$ cat src/rtl/opnd_pkg.sv
// Package: shared mode codes, controller states and field widths for the
// operand addressing unit. Assumes a 16-bit instruction word.
package opnd_pkg;

    localparam int MODE_W = 3;
    localparam int OFF_W  = 4;

    localparam logic [MODE_W-1:0] AM_DIRECT  = 3'd0;
    localparam logic [MODE_W-1:0] AM_IMM     = 3'd1;
    localparam logic [MODE_W-1:0] AM_INDIR   = 3'd2;
    localparam logic [MODE_W-1:0] AM_REG     = 3'd3;
    localparam logic [MODE_W-1:0] AM_REG_IND = 3'd4;
    localparam logic [MODE_W-1:0] AM_REG_OFF = 3'd5;

    typedef enum logic [2:0] {
        ST_IDLE,
        ST_SRC,
        ST_ISSUE,
        ST_RETURN,
        ST_WRITE
    } ctrl_state_e;

endpackage

$ cat src/rtl/opnd_decode.sv
// Module: opnd_decode
// Splits the instruction word into register indices, the address/constant
// field and the offset. Turns the mode code into the step plan: whether a
// source register is read, how many memory hops follow, and whether the
// mode is legal. Purely combinational; assumes REG_IDX_W <= 2 and
// ADDR_W >= OFF_W.
module opnd_decode
    import opnd_pkg::*;
#(
    parameter int DATA_W    = 16,
    parameter int ADDR_W    = 10,
    parameter int REG_IDX_W = 2
) (
    input  logic [DATA_W-1:0]    instr,
    input  logic [MODE_W-1:0]    mode,
    output logic                 legal,
    output logic                 use_src,
    output logic [1:0]           hops,
    output logic [REG_IDX_W-1:0] dst_idx,
    output logic [REG_IDX_W-1:0] src_idx,
    output logic [ADDR_W-1:0]    addr_fld,
    output logic [DATA_W-1:0]    imm_val,
    output logic [OFF_W-1:0]     off_val
);

    localparam int MEM_DST_LSB = ADDR_W;
    localparam int REG_DST_LSB = 8;
    localparam int REG_SRC_LSB = 4;

    // Field extraction shared by all modes.
    always_comb begin
        src_idx  = instr[REG_SRC_LSB +: REG_IDX_W];
        addr_fld = instr[ADDR_W-1:0];
        imm_val  = {{(DATA_W-ADDR_W){1'b0}}, instr[ADDR_W-1:0]};
    end

    // Step plan per addressing mode.
    always_comb begin
        legal   = 1'b1;
        use_src = 1'b0;
        hops    = 2'd0;
        off_val = '0;
        dst_idx = instr[MEM_DST_LSB +: REG_IDX_W];
        case (mode)
            AM_DIRECT:  hops = 2'd1;
            AM_IMM:     hops = 2'd0;
            AM_INDIR:   hops = 2'd2;
            AM_REG: begin
                use_src = 1'b1;
                dst_idx = instr[REG_DST_LSB +: REG_IDX_W];
            end
            AM_REG_IND: begin
                use_src = 1'b1;
                hops    = 2'd1;
                dst_idx = instr[REG_DST_LSB +: REG_IDX_W];
            end
            AM_REG_OFF: begin
                use_src = 1'b1;
                hops    = 2'd1;
                off_val = instr[OFF_W-1:0];
                dst_idx = instr[REG_DST_LSB +: REG_IDX_W];
            end
            default:    legal = 1'b0;
        endcase
    end

endmodule

$ cat src/rtl/opnd_addr_gen.sv
// Module: opnd_addr_gen
// Forms a memory address from a register value plus an unsigned offset,
// keeping only the low ADDR_W bits of the sum (carry out is dropped).
// Assumes DATA_W >= ADDR_W >= OFF_W.
module opnd_addr_gen
    import opnd_pkg::*;
#(
    parameter int DATA_W = 16,
    parameter int ADDR_W = 10
) (
    input  logic [DATA_W-1:0] base,
    input  logic [OFF_W-1:0]  offset,
    output logic [ADDR_W-1:0] eff_addr
);

    localparam int PAD_W = ADDR_W - OFF_W;

    // Truncated add of base and zero-extended offset.
    always_comb begin
        eff_addr = base[ADDR_W-1:0] + {{PAD_W{1'b0}}, offset};
    end

endmodule

$ cat src/rtl/opnd_ctrl.sv
// Module: opnd_ctrl
// Sequencer and operand registers. It accepts a decoded instruction when
// idle, optionally reads the source register, runs zero to two memory hops
// (the first hop's data becomes the second hop's address) and writes the
// result. Assumes the memory returns data one cycle after a request and
// that the register-file read is combinational.
module opnd_ctrl
    import opnd_pkg::*;
#(
    parameter int DATA_W    = 16,
    parameter int ADDR_W    = 10,
    parameter int REG_IDX_W = 2
) (
    input  logic                 clk,
    input  logic                 rst_n,
    input  logic                 start,
    input  logic                 legal,
    input  logic                 use_src,
    input  logic [1:0]           hops,
    input  logic [REG_IDX_W-1:0] dst_idx,
    input  logic [REG_IDX_W-1:0] src_idx,
    input  logic [ADDR_W-1:0]    addr_fld,
    input  logic [DATA_W-1:0]    imm_val,
    input  logic [OFF_W-1:0]     off_val,
    output logic                 mem_rd_en,
    output logic [ADDR_W-1:0]    mem_addr,
    input  logic [DATA_W-1:0]    mem_rd_data,
    output logic [REG_IDX_W-1:0] rf_rd_idx,
    input  logic [DATA_W-1:0]    rf_rd_data,
    output logic                 rf_we,
    output logic [REG_IDX_W-1:0] rf_wr_idx,
    output logic [DATA_W-1:0]    rf_wr_data,
    output logic                 done
);

    ctrl_state_e          state_q;
    logic [REG_IDX_W-1:0] dst_q;
    logic [REG_IDX_W-1:0] src_q;
    logic [OFF_W-1:0]     off_q;
    logic [1:0]           hops_q;
    logic [ADDR_W-1:0]    addr_q;
    logic [DATA_W-1:0]    data_q;
    logic [ADDR_W-1:0]    reg_addr;
    logic                 accept;

    // Register-based address: source register value plus latched offset.
    opnd_addr_gen #(
        .DATA_W (DATA_W),
        .ADDR_W (ADDR_W)
    ) addr_gen_i (
        .base     (rf_rd_data),
        .offset   (off_q),
        .eff_addr (reg_addr)
    );

    // Start is taken only in idle and only for a legal mode.
    always_comb accept = (state_q == ST_IDLE) && start && legal;

    // Sequencer state and operand registers.
    always_ff @(posedge clk) begin
        if (!rst_n) begin
            state_q <= ST_IDLE;
            dst_q   <= '0;
            src_q   <= '0;
            off_q   <= '0;
            hops_q  <= '0;
            addr_q  <= '0;
            data_q  <= '0;
        end else begin
            case (state_q)
                ST_IDLE: begin
                    if (accept) begin
                        dst_q  <= dst_idx;
                        src_q  <= src_idx;
                        off_q  <= off_val;
                        hops_q <= hops;
                        addr_q <= addr_fld;
                        data_q <= imm_val;
                        if (use_src)          state_q <= ST_SRC;
                        else if (hops != 2'd0) state_q <= ST_ISSUE;
                        else                  state_q <= ST_WRITE;
                    end
                end
                ST_SRC: begin
                    if (hops_q == 2'd0) begin
                        data_q  <= rf_rd_data;
                        state_q <= ST_WRITE;
                    end else begin
                        addr_q  <= reg_addr;
                        state_q <= ST_ISSUE;
                    end
                end
                ST_ISSUE: begin
                    hops_q  <= hops_q - 2'd1;
                    state_q <= ST_RETURN;
                end
                ST_RETURN: begin
                    if (hops_q != 2'd0) begin
                        addr_q  <= mem_rd_data[ADDR_W-1:0];
                        state_q <= ST_ISSUE;
                    end else begin
                        data_q  <= mem_rd_data;
                        state_q <= ST_WRITE;
                    end
                end
                ST_WRITE: state_q <= ST_IDLE;
                default:  state_q <= ST_IDLE;
            endcase
        end
    end

    // Port drive from the current state and operand registers.
    always_comb begin
        mem_rd_en  = (state_q == ST_ISSUE);
        mem_addr   = addr_q;
        rf_rd_idx  = src_q;
        rf_we      = (state_q == ST_WRITE);
        rf_wr_idx  = dst_q;
        rf_wr_data = data_q;
        done       = (state_q == ST_WRITE);
    end


    done_pulse_chk: assert property (@(posedge clk) disable iff (!rst_n)
        done |=> !done);


    rd_single_chk: assert property (@(posedge clk) disable iff (!rst_n)
        mem_rd_en |=> !mem_rd_en);


    ptr_hop_chk: assert property (@(posedge clk) disable iff (!rst_n)
        (state_q == ST_RETURN && hops_q != 2'd0) |=>
        (mem_rd_en && mem_addr == $past(mem_rd_data[ADDR_W-1:0])));


    busy_hold_chk: assert property (@(posedge clk) disable iff (!rst_n)
        (state_q != ST_IDLE && start) |=> ($stable(dst_q) && $stable(src_q)));


    bad_mode_chk: assert property (@(posedge clk) disable iff (!rst_n)
        (state_q == ST_IDLE && start && !legal) |=> (state_q == ST_IDLE));


    imm_fast_chk: assert property (@(posedge clk) disable iff (!rst_n)
        (accept && !use_src && hops == 2'd0) |=> (done && !mem_rd_en));

endmodule

$ cat src/rtl/opnd_resolve_unit.sv
// Module: opnd_resolve_unit (top)
// Operand addressing unit: decodes an instruction under one of six
// addressing modes, performs the register and memory reads it needs and
// writes the operand to the destination register with a done pulse.
// Assumes an external register file and a one-cycle-latency memory.
module opnd_resolve_unit
    import opnd_pkg::*;
#(
    parameter int DATA_W    = 16,
    parameter int ADDR_W    = 10,
    parameter int REG_IDX_W = 2
) (
    input  logic                 clk,
    input  logic                 rst_n,
    input  logic                 start,
    input  logic [DATA_W-1:0]    instr,
    input  logic [MODE_W-1:0]    mode,
    output logic                 mem_rd_en,
    output logic [ADDR_W-1:0]    mem_addr,
    input  logic [DATA_W-1:0]    mem_rd_data,
    output logic [REG_IDX_W-1:0] rf_rd_idx,
    input  logic [DATA_W-1:0]    rf_rd_data,
    output logic                 rf_we,
    output logic [REG_IDX_W-1:0] rf_wr_idx,
    output logic [DATA_W-1:0]    rf_wr_data,
    output logic                 done
);

    logic                 legal;
    logic                 use_src;
    logic [1:0]           hops;
    logic [REG_IDX_W-1:0] dst_idx;
    logic [REG_IDX_W-1:0] src_idx;
    logic [ADDR_W-1:0]    addr_fld;
    logic [DATA_W-1:0]    imm_val;
    logic [OFF_W-1:0]     off_val;

    opnd_decode #(
        .DATA_W    (DATA_W),
        .ADDR_W    (ADDR_W),
        .REG_IDX_W (REG_IDX_W)
    ) decode_i (
        .instr    (instr),
        .mode     (mode),
        .legal    (legal),
        .use_src  (use_src),
        .hops     (hops),
        .dst_idx  (dst_idx),
        .src_idx  (src_idx),
        .addr_fld (addr_fld),
        .imm_val  (imm_val),
        .off_val  (off_val)
    );

    opnd_ctrl #(
        .DATA_W    (DATA_W),
        .ADDR_W    (ADDR_W),
        .REG_IDX_W (REG_IDX_W)
    ) ctrl_i (
        .clk         (clk),
        .rst_n       (rst_n),
        .start       (start),
        .legal       (legal),
        .use_src     (use_src),
        .hops        (hops),
        .dst_idx     (dst_idx),
        .src_idx     (src_idx),
        .addr_fld    (addr_fld),
        .imm_val     (imm_val),
        .off_val     (off_val),
        .mem_rd_en   (mem_rd_en),
        .mem_addr    (mem_addr),
        .mem_rd_data (mem_rd_data),
        .rf_rd_idx   (rf_rd_idx),
        .rf_rd_data  (rf_rd_data),
        .rf_we       (rf_we),
        .rf_wr_idx   (rf_wr_idx),
        .rf_wr_data  (rf_wr_data),
        .done        (done)
    );


    rst_quiet_chk: assert property (@(posedge clk)
        !rst_n |=> (!done && !rf_we && !mem_rd_en));

endmodule

$ cat config.mk
export PLATFORM = sky130hd
export DESIGN_NAME = opnd_resolve_unit
export DESIGN_NICKNAME = d
export VERILOG_FILES = /design/src/rtl/opnd_pkg.sv /design/src/rtl/opnd_decode.sv /design/src/rtl/opnd_addr_gen.sv /design/src/rtl/opnd_ctrl.sv /design/src/rtl/opnd_resolve_unit.sv
export SDC_FILE = /design/constraint.sdc
export NUM_CORES = 1
export LEC_CHECK = 0
export BUFFER_PORTS_ARGS = -buffer_cell sky130_fd_sc_hd__buf_2
export CAP_MARGIN = 20
export CORE_MARGIN = 5
export CORE_UTILIZATION = 42
export DETAILED_ROUTE_END_ITERATION = 7
export PLACE_DENSITY = 0.83
export SYNTH_ARGS = -nofsm -noshare
export SYNTH_HDL_FRONTEND = slang
export SYNTH_SLANG_ARGS = --single-unit
$ cat constraint.sdc
create_clock -name clk -period 1.75 [get_ports clk]
set_input_delay 0.35 -clock clk [delete_from_list [all_inputs] [get_ports clk]]
set_output_delay 0.35 -clock clk [all_outputs]
set_load 0.02 [all_outputs]
==> impl_metrics.csv, run 1 <==
group,metric,value,unit
power_and_ir_drop,total_switching_power,805.5,uW
sta,timing.final.crit_share,99.77,%
floorplanning,die_width,83.96,um
place,pre_cts_ws,-0.2834,ns
routing,dr.first_iter.drc_count,123,
sta,setup_total_negative_slack,0,ns
worst_hold_path,hold_path_depth,3,
routing,dr.pass1.iters,4,
synthesis,post_synth.cell_area_avg,8.234,um2
sta,finalMaxSlewViolations,0,
routing,route.final.wire_length,6884,um
worst_setup_path,startpoint_type,"flip-flop",
floorplanning,initial_utilization,42.50,%
sta,timing_worst_slew_pin_value,0.5120,ns
global_route,grt_overflow,0,
worst_setup_path,crit_slowest_cell,"dfxtp_2",
floorplanning,die-height,83.96,um
clock_tree,clock_sinks,39,
synthesis,synth-seq-area-share,33.99,%
final_layout,multi_input_gate_area_in_the_final_layout,1408,um2
floorplanning,pin_count,87,
run_status,outcome,"finished clean",
global_route,grt_max_degree,22,
global_route,groute.layer.met1.usage,23.16,%
worst_setup_path,worst_setup_path_end_kind,"flip-flop",
worst_setup_path,path_cells,"ha_4, inv_2, fa_2, nand2b_4, a211oi_2, xor2_1, nand2_1, a31oi_1",
synthesis,synth_top_flop_cell,"dfxtp_1",
power_and_ir_drop,sw_frac_of_total,32.96,%
power_and_ir_drop,clockPowerShare,28.0,%
power_and_ir_drop,irDropWorstVdd,0.4062,mV
final_layout,postLayoutCellArea,3068,um2
worst_setup_path,critical_path_buf_inv_count,1,
place,io_buffers,82,
clock_tree,worstSkewPairLatency,0.30,ns
synthesis,postSynthCellCount,279,
worst_setup_path,required_time_of_the_worst_setup_path,1.97,ns
sta,clock_skew,0.005863,ns
place,dpl.hpwl,5265,um
final_layout,post_route_cells_drive_above_1_share,37.20,%
clock_tree,cts.reportedPaths.clkPinSlew,0.08,ns
global_route,grtUsageTotal,19.26,%
sta,fmaxAchievable,0.5728,GHz
place,dpl-instance-area,2900,um2
worst_setup_path,critPathMaxStageDelay,0.35,ns
synthesis,synth-seq-cells,39,
sta,finalCriticalPeriod,1.746,ns
final_layout,areaGrowthSynthToFinish,33.55,%
global_route,gr-usage-met3,5.133,%
worst_setup_path,worstPathArrival,1.97,ns
clock_tree,numCtsBuffers,5,
final_layout,postLayoutCoreUtil,56.76,%
routing,vias_per_cell,5.366,
global_route,grt_pass1_wl,11180,um
worst_setup_path,crit_cells,8,
worst_setup_path,critical-path-top-delay-family,"adder cells",
synthesis,postSynthNetCount,339,
power_and_ir_drop,power.leakage,0.001445,uW
clock_tree,clock_tree_from_tritoncts,"yes",
sta,setup_viol,0,
sta,worst_setup_slack_after_layout,0.004110,ns
clock_tree,clk_path_buf_depth,2,
floorplanning,rows,27,
routing,route.detailed.drc,0,
synthesis,synth.cell_area,2297,um2
final_layout,final_common_cell,"buf_2",
clock_tree,clock_tree.htree_level_count,2,
sta,max_slew_margin,65.51,%
floorplanning,placeableCoreArea,5405,um2
synthesis,ys_async_sr_fraction,0,%
final_layout,final.fill_count,518,
power_and_ir_drop,power_report.internal_total,1638,uW
power_and_ir_drop,power.density,796.5,nW/um2
final_layout,num-nets-final,438,
power_and_ir_drop,sequentialPowerShare,41.5,%
routing,vias,2420,
global_route,grt_most_used_layer,"met2",
sta,hold_vio_cnt_final,0,
final_layout,mostFrequentLayoutCells,"buf_2 (82), nor2_1 (34), dfxtp_1 (34), nand2_1 (31), buf_4 (25)",
power_and_ir_drop,comb_power_share,30.5,%
synthesis,number_of_flops_mapped_to_enable_cells_by_yosys,0,
routing,ant_nets,0,
global_route,first_global_vias,2420,
global_route,met2_usage,33.77,%
job,drv.max_cap_violation_count,0,
place,place.gp.congestion,0.8827,
final_layout,antenna_cells_inserted,0,
power_and_ir_drop,total_power,2444,uW
worst_hold_path,timing.hold.worst.class,"in -> reg",
global_route,initial_antenna_violation_count,0,
clock_tree,ctsRootBufferMaster,"clkbuf_8",
sta,rsz0062_at_grt,"yes",
synthesis,ys_types,55,
clock_tree,post_cts_hold_buffer_count,0,
final_layout,seq_area,787.0,um2
clock_tree,postCtsSetupRepairBufs,0,
worst_setup_path,largest_driver_fanout_on_the_critical_path,3,
worst_setup_path,reg2regPathDepth,8,
routing,avgRoutedWirePerCell,15.26,um
worst_setup_path,timing_worst_setup_path_type,"reg -> reg",
synthesis,ys.warnings.count,0,
floorplanning,die_area,7048,um2
-- per-stage QoR --
stage,hold WS [ns],std cells
3_3_place_gp,0.4409,443
4_1_cts,0.3140,451
6_report,0.3145,451
3_5_place_dp,0.4446,443
2_1_floorplan,0.4356,279
5_1_grt,0.3243,451
-- logic make-up after synthesis --
logic type / count (synthesis) / synth area share [%]
DFF: 39 / 33.99
adders and majority gates: 6 / 3.595
AOI/OAI and AO/OA: 79 / 23.48
buffers and inverters: 31 / 7.244
and+or+nand+nor: 100 / 21.46
muxes: 20 / 8.715
xor gates and xnor gates: 4 / 1.525
-- synth_stat cells, types with 2 or more instances --
| master | instances | area [um2] |
|---|---|---|
| nand2b_1 | 4 | 25.02 |
| nor2_1 | 36 | 135.1 |
| nand2_1 | 31 | 116.4 |
| a21boi_0 | 3 | 22.52 |
| o211ai_1 | 5 | 37.54 |
| nand3b_1 | 3 | 22.52 |
| a21oi_1 | 20 | 100.1 |
| nand3_1 | 8 | 40.04 |
| and3_1 | 3 | 18.77 |
| a31oi_1 | 8 | 50.05 |
| a211oi_1 | 7 | 52.55 |
| nor2b_1 | 2 | 12.51 |
| dfxtp_1 | 39 | 780.8 |
| ha_1 | 5 | 62.56 |
| xor2_1 | 4 | 35.03 |
| inv_1 | 13 | 48.80 |
| o211a_1 | 3 | 30.03 |
| buf_2 | 6 | 30.03 |
| a21o_1 | 4 | 30.03 |
| clkbuf_1 | 4 | 15.01 |
| o21ai_0 | 12 | 60.06 |
| buf_6 | 5 | 56.30 |
| a311oi_1 | 2 | 17.52 |
| mux2i_1 | 20 | 200.2 |
| a21boi_1 | 2 | 15.01 |
-- tightest hold or removal path: stages --
cell	delay [ns]
buf_2	0.12
nand2_1	0.05
a21oi_1	0.05
-- final timing paths --
path	startpoint	end	slack, ns
setup reg to reg	ctrl_i.off_q[0]$_SDFFE_PN0P_	ctrl_i.mem_addr[8]$_SDFFE_PN0P_	0.004
setup / recovery	ctrl_i.off_q[0]$_SDFFE_PN0P_	ctrl_i.mem_addr[8]$_SDFFE_PN0P_	0.004
hold reg to reg	ctrl_i.rf_rd_idx[0]$_SDFFE_PN0P_	ctrl_i.rf_rd_idx[0]$_SDFFE_PN0P_	0.46
hold / removal	instr[5]	ctrl_i.rf_rd_idx[1]$_SDFFE_PN0P_	0.31
-- registers in the layout, indices dropped and copies added (netlist names) --
register / cells
ctrl_i.rf_wr_data: 16
ctrl_i.mem_addr: 10
ctrl_i.off_q: 4
ctrl_i.state_q: 3
ctrl_i.hops_q: 2
ctrl_i.rf_rd_idx: 2
ctrl_i.rf_wr_idx: 2
-- cell type report --
| cell class | count | area share, % |
|---|---|---|
| multi-input combinational | 209 | 45.88 |
| sequential | 39 | 25.65 |
| timing repair buffer | 109 | 20.51 |
| clock buffer | 8 | 3.263 |
| tap | 72 | 2.936 |
| inverter | 14 | 1.754 |
-- per-layer routing --
| metal | wire length [um] | share of wire, % | up-vias |
|---|---|---|---|
| met2 | 3359 | 49 | 99 |
| met4 | 99 | 1.4 | 0 |
| li1 | - | - | 1191 |
| met5 | 0 | 0 | - |
| met3 | 514 | 7.5 | 11 |
| met1 | 2912 | 42 | 1119 |
-- power by group through the flow --
| stage | logic, uW | clock network, uW | registers [uW] |
|---|---|---|---|
| detailed placement | 729 | 0 | 1030 |
| global route | 813 | 720 | 1020 |
| global placement | 714 | 0 | 1030 |
| CTS | 741 | 692 | 1010 |
| finish | 745 | 685 | 1010 |
| floorplan | 395 | 0 | 1100 |
-- timing repair --
item / 4_1_cts / 5_1_grt
hold endpoints to repair: 0 / 0
gates resized for setup: 13 / 10
cloned: 0 / 0
pin swaps: 6 / 12
setup endpoints to repair: 8 / 16
Note: power is estimated with default switching activity, not from simulation.
==> run 2: changes to the inputs <==
- CAP_MARGIN: 20 -> 10
- CTS_BUF_LIST: unset -> sky130_fd_sc_hd__clkbuf_8
- HOLD_SLACK_MARGIN: unset -> 0.06
==> run 2 against run 1 <==
The run now ends with setup timing left. Via count about the same. Critical path depth did not move. Die area unchanged. Worst hold slack barely moved. Clock-buffer cell count is 1 lower. Wire length rose by 0.51%. Combinational power is 0.7% higher. Non-clock buffer count did not move. Clock skew is essentially flat. First-iteration DRC count grew 11%. Critical path type unchanged. Critical endpoint unchanged.
==> impl_metrics.csv, run 2 (synthesized netlist as in run 1, its figures left out) <==
group,metric,value,unit
global_route,grtUsageTotal,19.26,%
final_layout,postLayoutCellArea,3095,um2
final_layout,multi_input_gate_area_in_the_final_layout,1435,um2
sta,max_slew_margin,64.88,%
routing,dr.first_iter.drc_count,137,
global_route,grt_max_degree,22,
routing,dr.pass1.iters,5,
clock_tree,worstSkewPairLatency,0.30,ns
sta,hold_vio_cnt_final,0,
clock_tree,post_cts_hold_buffer_count,0,
place,place.gp.congestion,0.8827,
routing,route.detailed.drc,0,
sta,setup_viol,1,
sta,rsz0062_at_grt,"yes",
power_and_ir_drop,power.leakage,0.001463,uW
power_and_ir_drop,power.density,788.9,nW/um2
clock_tree,cts.reportedPaths.clkPinSlew,0.08,ns
clock_tree,numCtsBuffers,5,
worst_setup_path,timing_worst_setup_path_type,"reg -> reg",
worst_setup_path,required_time_of_the_worst_setup_path,1.97,ns
power_and_ir_drop,total_power,2442,uW
run_status,outcome,"finished, violations left",
final_layout,seq_area,787.0,um2
sta,hold_slack,0.3148,ns
final_layout,num-nets-final,438,
power_and_ir_drop,irDropWorstVdd,0.4061,mV
final_layout,post_layout_nonfiller_instances,451,
floorplanning,placeableCoreArea,5405,um2
final_layout,areaGrowthSynthToFinish,34.75,%
sta,timing.final.crit_share,100.8,%
sta,timing_worst_slew_pin_value,0.5212,ns
worst_setup_path,worstPathArrival,1.98,ns
worst_setup_path,startpoint_type,"flip-flop",
floorplanning,die_area,7048,um2
routing,vias,2418,
floorplanning,initial_utilization,42.50,%
final_layout,mostFrequentLayoutCells,"buf_2 (82), nor2_1 (34), dfxtp_1 (34), nand2_1 (31), buf_4 (25)",
place,dpl-instance-area,2900,um2
clock_tree,postCtsSetupRepairBufs,0,
sta,fmaxAchievable,0.5666,GHz
floorplanning,die-height,83.96,um
worst_setup_path,largest_driver_fanout_on_the_critical_path,3,
global_route,first_global_vias,2420,
routing,route.final.wire_length,6919,um
sta,clock_skew,0.006260,ns
routing,avgRoutedWirePerCell,15.34,um
routing,ant_nets,0,
clock_tree,clock_tree_from_tritoncts,"yes",
run_status,failing_checks,"setup timing",
global_route,grt_pass1_wl,11180,um
global_route,initial_antenna_violation_count,0,
clock_tree,clk_path_buf_depth,2,
clock_tree,clock_tree.htree_level_count,2,
worst_hold_path,timing.hold.worst.class,"in -> reg",
worst_setup_path,worst_setup_path_end_kind,"flip-flop",
final_layout,antenna_cells_inserted,0,
final_layout,largest_reg_flops,16,
clock_tree,ctsRootBufferMaster,"clkbuf_8",
floorplanning,rows,27,
place,io_buffers,82,
global_route,grt_overflow,0,
sta,finalCriticalPeriod,1.765,ns
floorplanning,die_width,83.96,um
final_layout,post_route_cells_drive_above_1_share,37.99,%
place,dpl.hpwl,5265,um
job,drv.max_cap_violation_count,0,
place,place_inst,443,
sta,worst_setup_slack_after_layout,-0.01478,ns
final_layout,final.fill_count,508,
sta,finalMaxSlewViolations,0,
floorplanning,pin_count,87,
routing,vias_per_cell,5.361,
clock_tree,clock_sinks,39,
final_layout,final_common_cell,"buf_2",
-- run 2: final cells by class --
class | count | area share, %
clock buffers | 7 | 3.112
well taps | 72 | 2.910
multi-input cells | 209 | 46.36
repair buffers | 109 | 20.33
clock inverters | 1 | 0.1213
inverters | 14 | 1.738
flip-flops and latches | 39 | 25.42
-- run 2: routing by layer --
layer | GRT usage, % | wire length, um
met1 | 23.16 | 2851
met2 | 33.77 | 3410
met3 | 5.133 | 552
met4 | 5.117 | 106
met5 | 0 | 0
-- run 2: power breakdown --
part	total [uW]	internal [uW]	switching, uW
combinational	750	314	435
clock	679	354	325
sequential	1010	965	47.6
total	2440	1630	808
-- run 2: worst paths after layout --
| path | start | endpoint | slack [ns] | cells after the start |
|---|---|---|---|---|
| setup reg to reg | ctrl_i.off_q[0]$_SDFFE_PN0P_ | ctrl_i.mem_addr[8]$_SDFFE_PN0P_ | -0.01 | 8 |
| hold / removal | instr[5] | ctrl_i.rf_rd_idx[1]$_SDFFE_PN0P_ | 0.31 | 3 |
| hold reg to reg | ctrl_i.rf_rd_idx[0]$_SDFFE_PN0P_ | ctrl_i.rf_rd_idx[0]$_SDFFE_PN0P_ | 0.45 | 2 |
| setup / recovery | ctrl_i.off_q[0]$_SDFFE_PN0P_ | ctrl_i.mem_addr[8]$_SDFFE_PN0P_ | -0.01 | 8 |
-- run 2: repair_timing --
action	CTS	global route
endpoints found under the setup margin	8	16
cloned	0	0
hold endpoints to repair	0	0
pin swaps	6	14
gates resized for setup	13	14
-- run 2: critical path, stage by stage (launching register included) --
cell,delay [ns]
dfxtp_2,0.35
ha_4,0.14
inv_2,0.04
fa_2,0.34
nand2b_4,0.17
a211oi_2,0.24
xor2_1,0.16
nand2_1,0.07
a31oi_1,0.18
-- run 2: stage by stage --
| stage | utilization [%] | setup TNS, ns | setup slack, ns |
|---|---|---|---|
| floorplan | - | -0.07119 | -0.03223 |
| global placement | 53.66 | -1.028 | -0.2129 |
| detailed placement | 53.66 | -1.593 | -0.2834 |
| CTS | 56.44 | -0.001712 | -0.001712 |
| global route | 57.27 | -0.2203 | -0.08832 |
| finish | 57.27 | -0.01478 | -0.01478 |
==> run 3: changes to the inputs <==
- CTS_BUF_LIST: sky130_fd_sc_hd__clkbuf_8 -> sky130_fd_sc_hd__clkbuf_16
==> run 3 against run 2 <==
The flow now finishes without violations. Clock power is 27% higher. Clock skew decreased by 0.0031 ns. Worst hold slack improved by 0.015 ns. Via count grew 2.0%. Register-to-register slack better by 0.06 ns. Total power rose by 7.7%. Die area did not move. Critical path type unchanged. Critical endpoint unchanged.
==> impl_metrics.csv, run 3 (synthesized netlist as in run 1, its figures left out) <==
group,metric,value,unit
run_status,outcome,"finished clean",
routing,route.detailed.drc,0,
worst_setup_path,worstPathArrival,1.92,ns
worst_setup_path,timing_worst_setup_path_type,"reg -> reg",
sta,hold_vio_cnt_final,0,
worst_setup_path,critPathCapture,"ctrl_i.mem_addr[8]$_SDFFE_PN0P_",
clock_tree,clock_sinks,39,
sta,setup_total_negative_slack,0,ns
final_layout,mostFrequentLayoutCells,"buf_2 (82), dfxtp_1 (36), nor2_1 (35), nand2_1 (31), buf_4 (26)",
floorplanning,pin_count,87,
final_layout,post_route_cells_drive_above_1_share,36.68,%
worst_setup_path,worst_setup_path_end_kind,"flip-flop",
worst_setup_path,crit_path_start,"ctrl_i.off_q[0]$_SDFFE_PN0P_",
global_route,grt_overflow,0,
place,place_inst,443,
final_layout,areaGrowthSynthToFinish,36.49,%
routing,vias,2467,
power_and_ir_drop,power.leakage,0.001477,uW
sta,max_slew_margin,66.63,%
worst_hold_path,timing.hold.worst.class,"in -> reg",
floorplanning,placeableCoreArea,5405,um2
routing,dr.pass1.iters,5,
sta,rsz0062_at_grt,"yes",
clock_tree,ctsRootBufferMaster,"clkbuf_16",
floorplanning,rows,27,
clock_tree,postCtsSetupRepairBufs,0,
job,drv.max_cap_violation_count,0,
final_layout,final.fill_count,497,
worst_setup_path,required_time_of_the_worst_setup_path,1.96,ns
sta,fmaxAchievable,0.5856,GHz
final_layout,largest_reg_flops,16,
worst_setup_path,startpoint_type,"flip-flop",
routing,dr.first_iter.drc_count,139,
worst_setup_path,rr_startpoint,"ctrl_i.off_q[0]$_SDFFE_PN0P_",
final_layout,post_layout_nonfiller_instances,451,
floorplanning,die-height,83.96,um
floorplanning,die_width,83.96,um
place,io_buffers,82,
routing,ant_nets,0,
floorplanning,die_area,7048,um2
sta,timing.final.crit_share,97.58,%
clock_tree,clock_tree_from_tritoncts,"yes",
clock_tree,clock_tree.htree_level_count,2,
global_route,initial_antenna_violation_count,0,
sta,finalMaxSlewViolations,0,
clock_tree,clk_path_buf_depth,2,
global_route,grtUsageTotal,19.57,%
routing,route.final.wire_length,6924,um
global_route,grt_max_degree,22,
worst_setup_path,reg2regPathDepth,8,
clock_tree,numCtsBuffers,5,
power_and_ir_drop,power.density,838.5,nW/um2
final_layout,final_common_cell,"buf_2",
sta,clock_skew,0.003111,ns
worst_setup_path,reg_to_reg_critical_path_endpoint,"ctrl_i.mem_addr[8]$_SDFFE_PN0P_",
clock_tree,cts.reportedPaths.clkPinSlew,0.06,ns
power_and_ir_drop,irDropWorstVdd,0.4717,mV
routing,avgRoutedWirePerCell,15.35,um
sta,setup_viol,0,
clock_tree,worstSkewPairLatency,0.28,ns
routing,vias_per_cell,5.470,
place,place.gp.congestion,0.8827,
floorplanning,initial_utilization,42.50,%
sta,timing_worst_slew_pin_value,0.4954,ns
final_layout,antenna_cells_inserted,0,
worst_setup_path,r2r_setup_slack,0.04,ns
global_route,grt_pass1_wl,11230,um
final_layout,num-nets-final,438,
final_layout,postLayoutCellArea,3136,um2
sta,finalCriticalPeriod,1.708,ns
place,dpl.hpwl,5265,um
worst_setup_path,largest_driver_fanout_on_the_critical_path,3,
clock_tree,post_cts_hold_buffer_count,0,
place,dpl-instance-area,2900,um2
global_route,first_global_vias,2420,
run 3: what timing repair did:
| action | in CTS | in global routing |
|---|---|---|
| endpoints found under the setup margin | 8 | 11 |
| resized for setup | 12 | 13 |
| endpoints found under the hold margin | 0 | 0 |
| pin swaps | 0 | 7 |
run 3: worst min-delay path by stage:
stage	from	endpoint	depth (start not counted)	slack, ns
after global routing	instr[0]	ctrl_i.off_q[0]$_SDFFE_PN0P_	3	0.34
after global placement	ctrl_i.rf_rd_idx[0]$_SDFFE_PN0P_	ctrl_i.rf_rd_idx[0]$_SDFFE_PN0P_	2	0.44
after floorplan	ctrl_i.off_q[0]$_SDFFE_PN0P_	ctrl_i.off_q[0]$_SDFFE_PN0P_	2	0.44
after detailed placement	ctrl_i.rf_rd_idx[0]$_SDFFE_PN0P_	ctrl_i.rf_rd_idx[0]$_SDFFE_PN0P_	2	0.44
after CTS	instr[0]	ctrl_i.off_q[0]$_SDFFE_PN0P_	3	0.33
final	instr[5]	ctrl_i.rf_rd_idx[1]$_SDFFE_PN0P_	3	0.33
run 3: final cells by class:
cell class	instances	area, um2	share of cell area (%)
multi-input combinational	209	1445	46.09
sequential	39	784.5	25.02
timing repair buffer	109	625.6	19.95
clock buffer	5	125.1	3.990
tap	72	90.09	2.873
inverter	14	53.80	1.716
clock inverter	3	11.26	0.3591
run 3: layer usage:
| layer | track usage (%) | wire (um) |
|---|---|---|
| met1 | 23.28 | 2795 |
| met2 | 33.84 | 3399 |
| met3 | 6.713 | 624 |
| met4 | 4.532 | 104 |
| met5 | 0 | 0 |
run 3: critical path, stage by stage (launching register included):
cell and delay [ns]:
dfxtp_2 0.35, ha_4 0.14, inv_2 0.03, fa_2 0.35, nand2b_4 0.18, a211oi_2 0.20, xor2_1 0.16, nand2_1 0.07
a31oi_1 0.16
run 3: through the flow:
step | util, % | power [uW] | setup WS (ns) | hold slack, ns
after CTS | 56.83 | 2626 | 0.001144 | 0.3313
after detailed placement | 53.66 | 1760 | -0.2834 | 0.4446
after global placement | 53.66 | 1741 | -0.2129 | 0.4409
after global routing | 58.01 | 2756 | -0.06664 | 0.3391
after floorplan | - | 1495 | -0.03223 | 0.4356
final | 58.01 | 2629 | 0.04233 | 0.3296
run 3: where the power goes:
| group | internal, uW | switching [uW] |
|---|---|---|
| clock | 513 | 352 |
| sequential | 967 | 48.2 |
| combinational | 315 | 435 |
| total | 1790 | 835 |
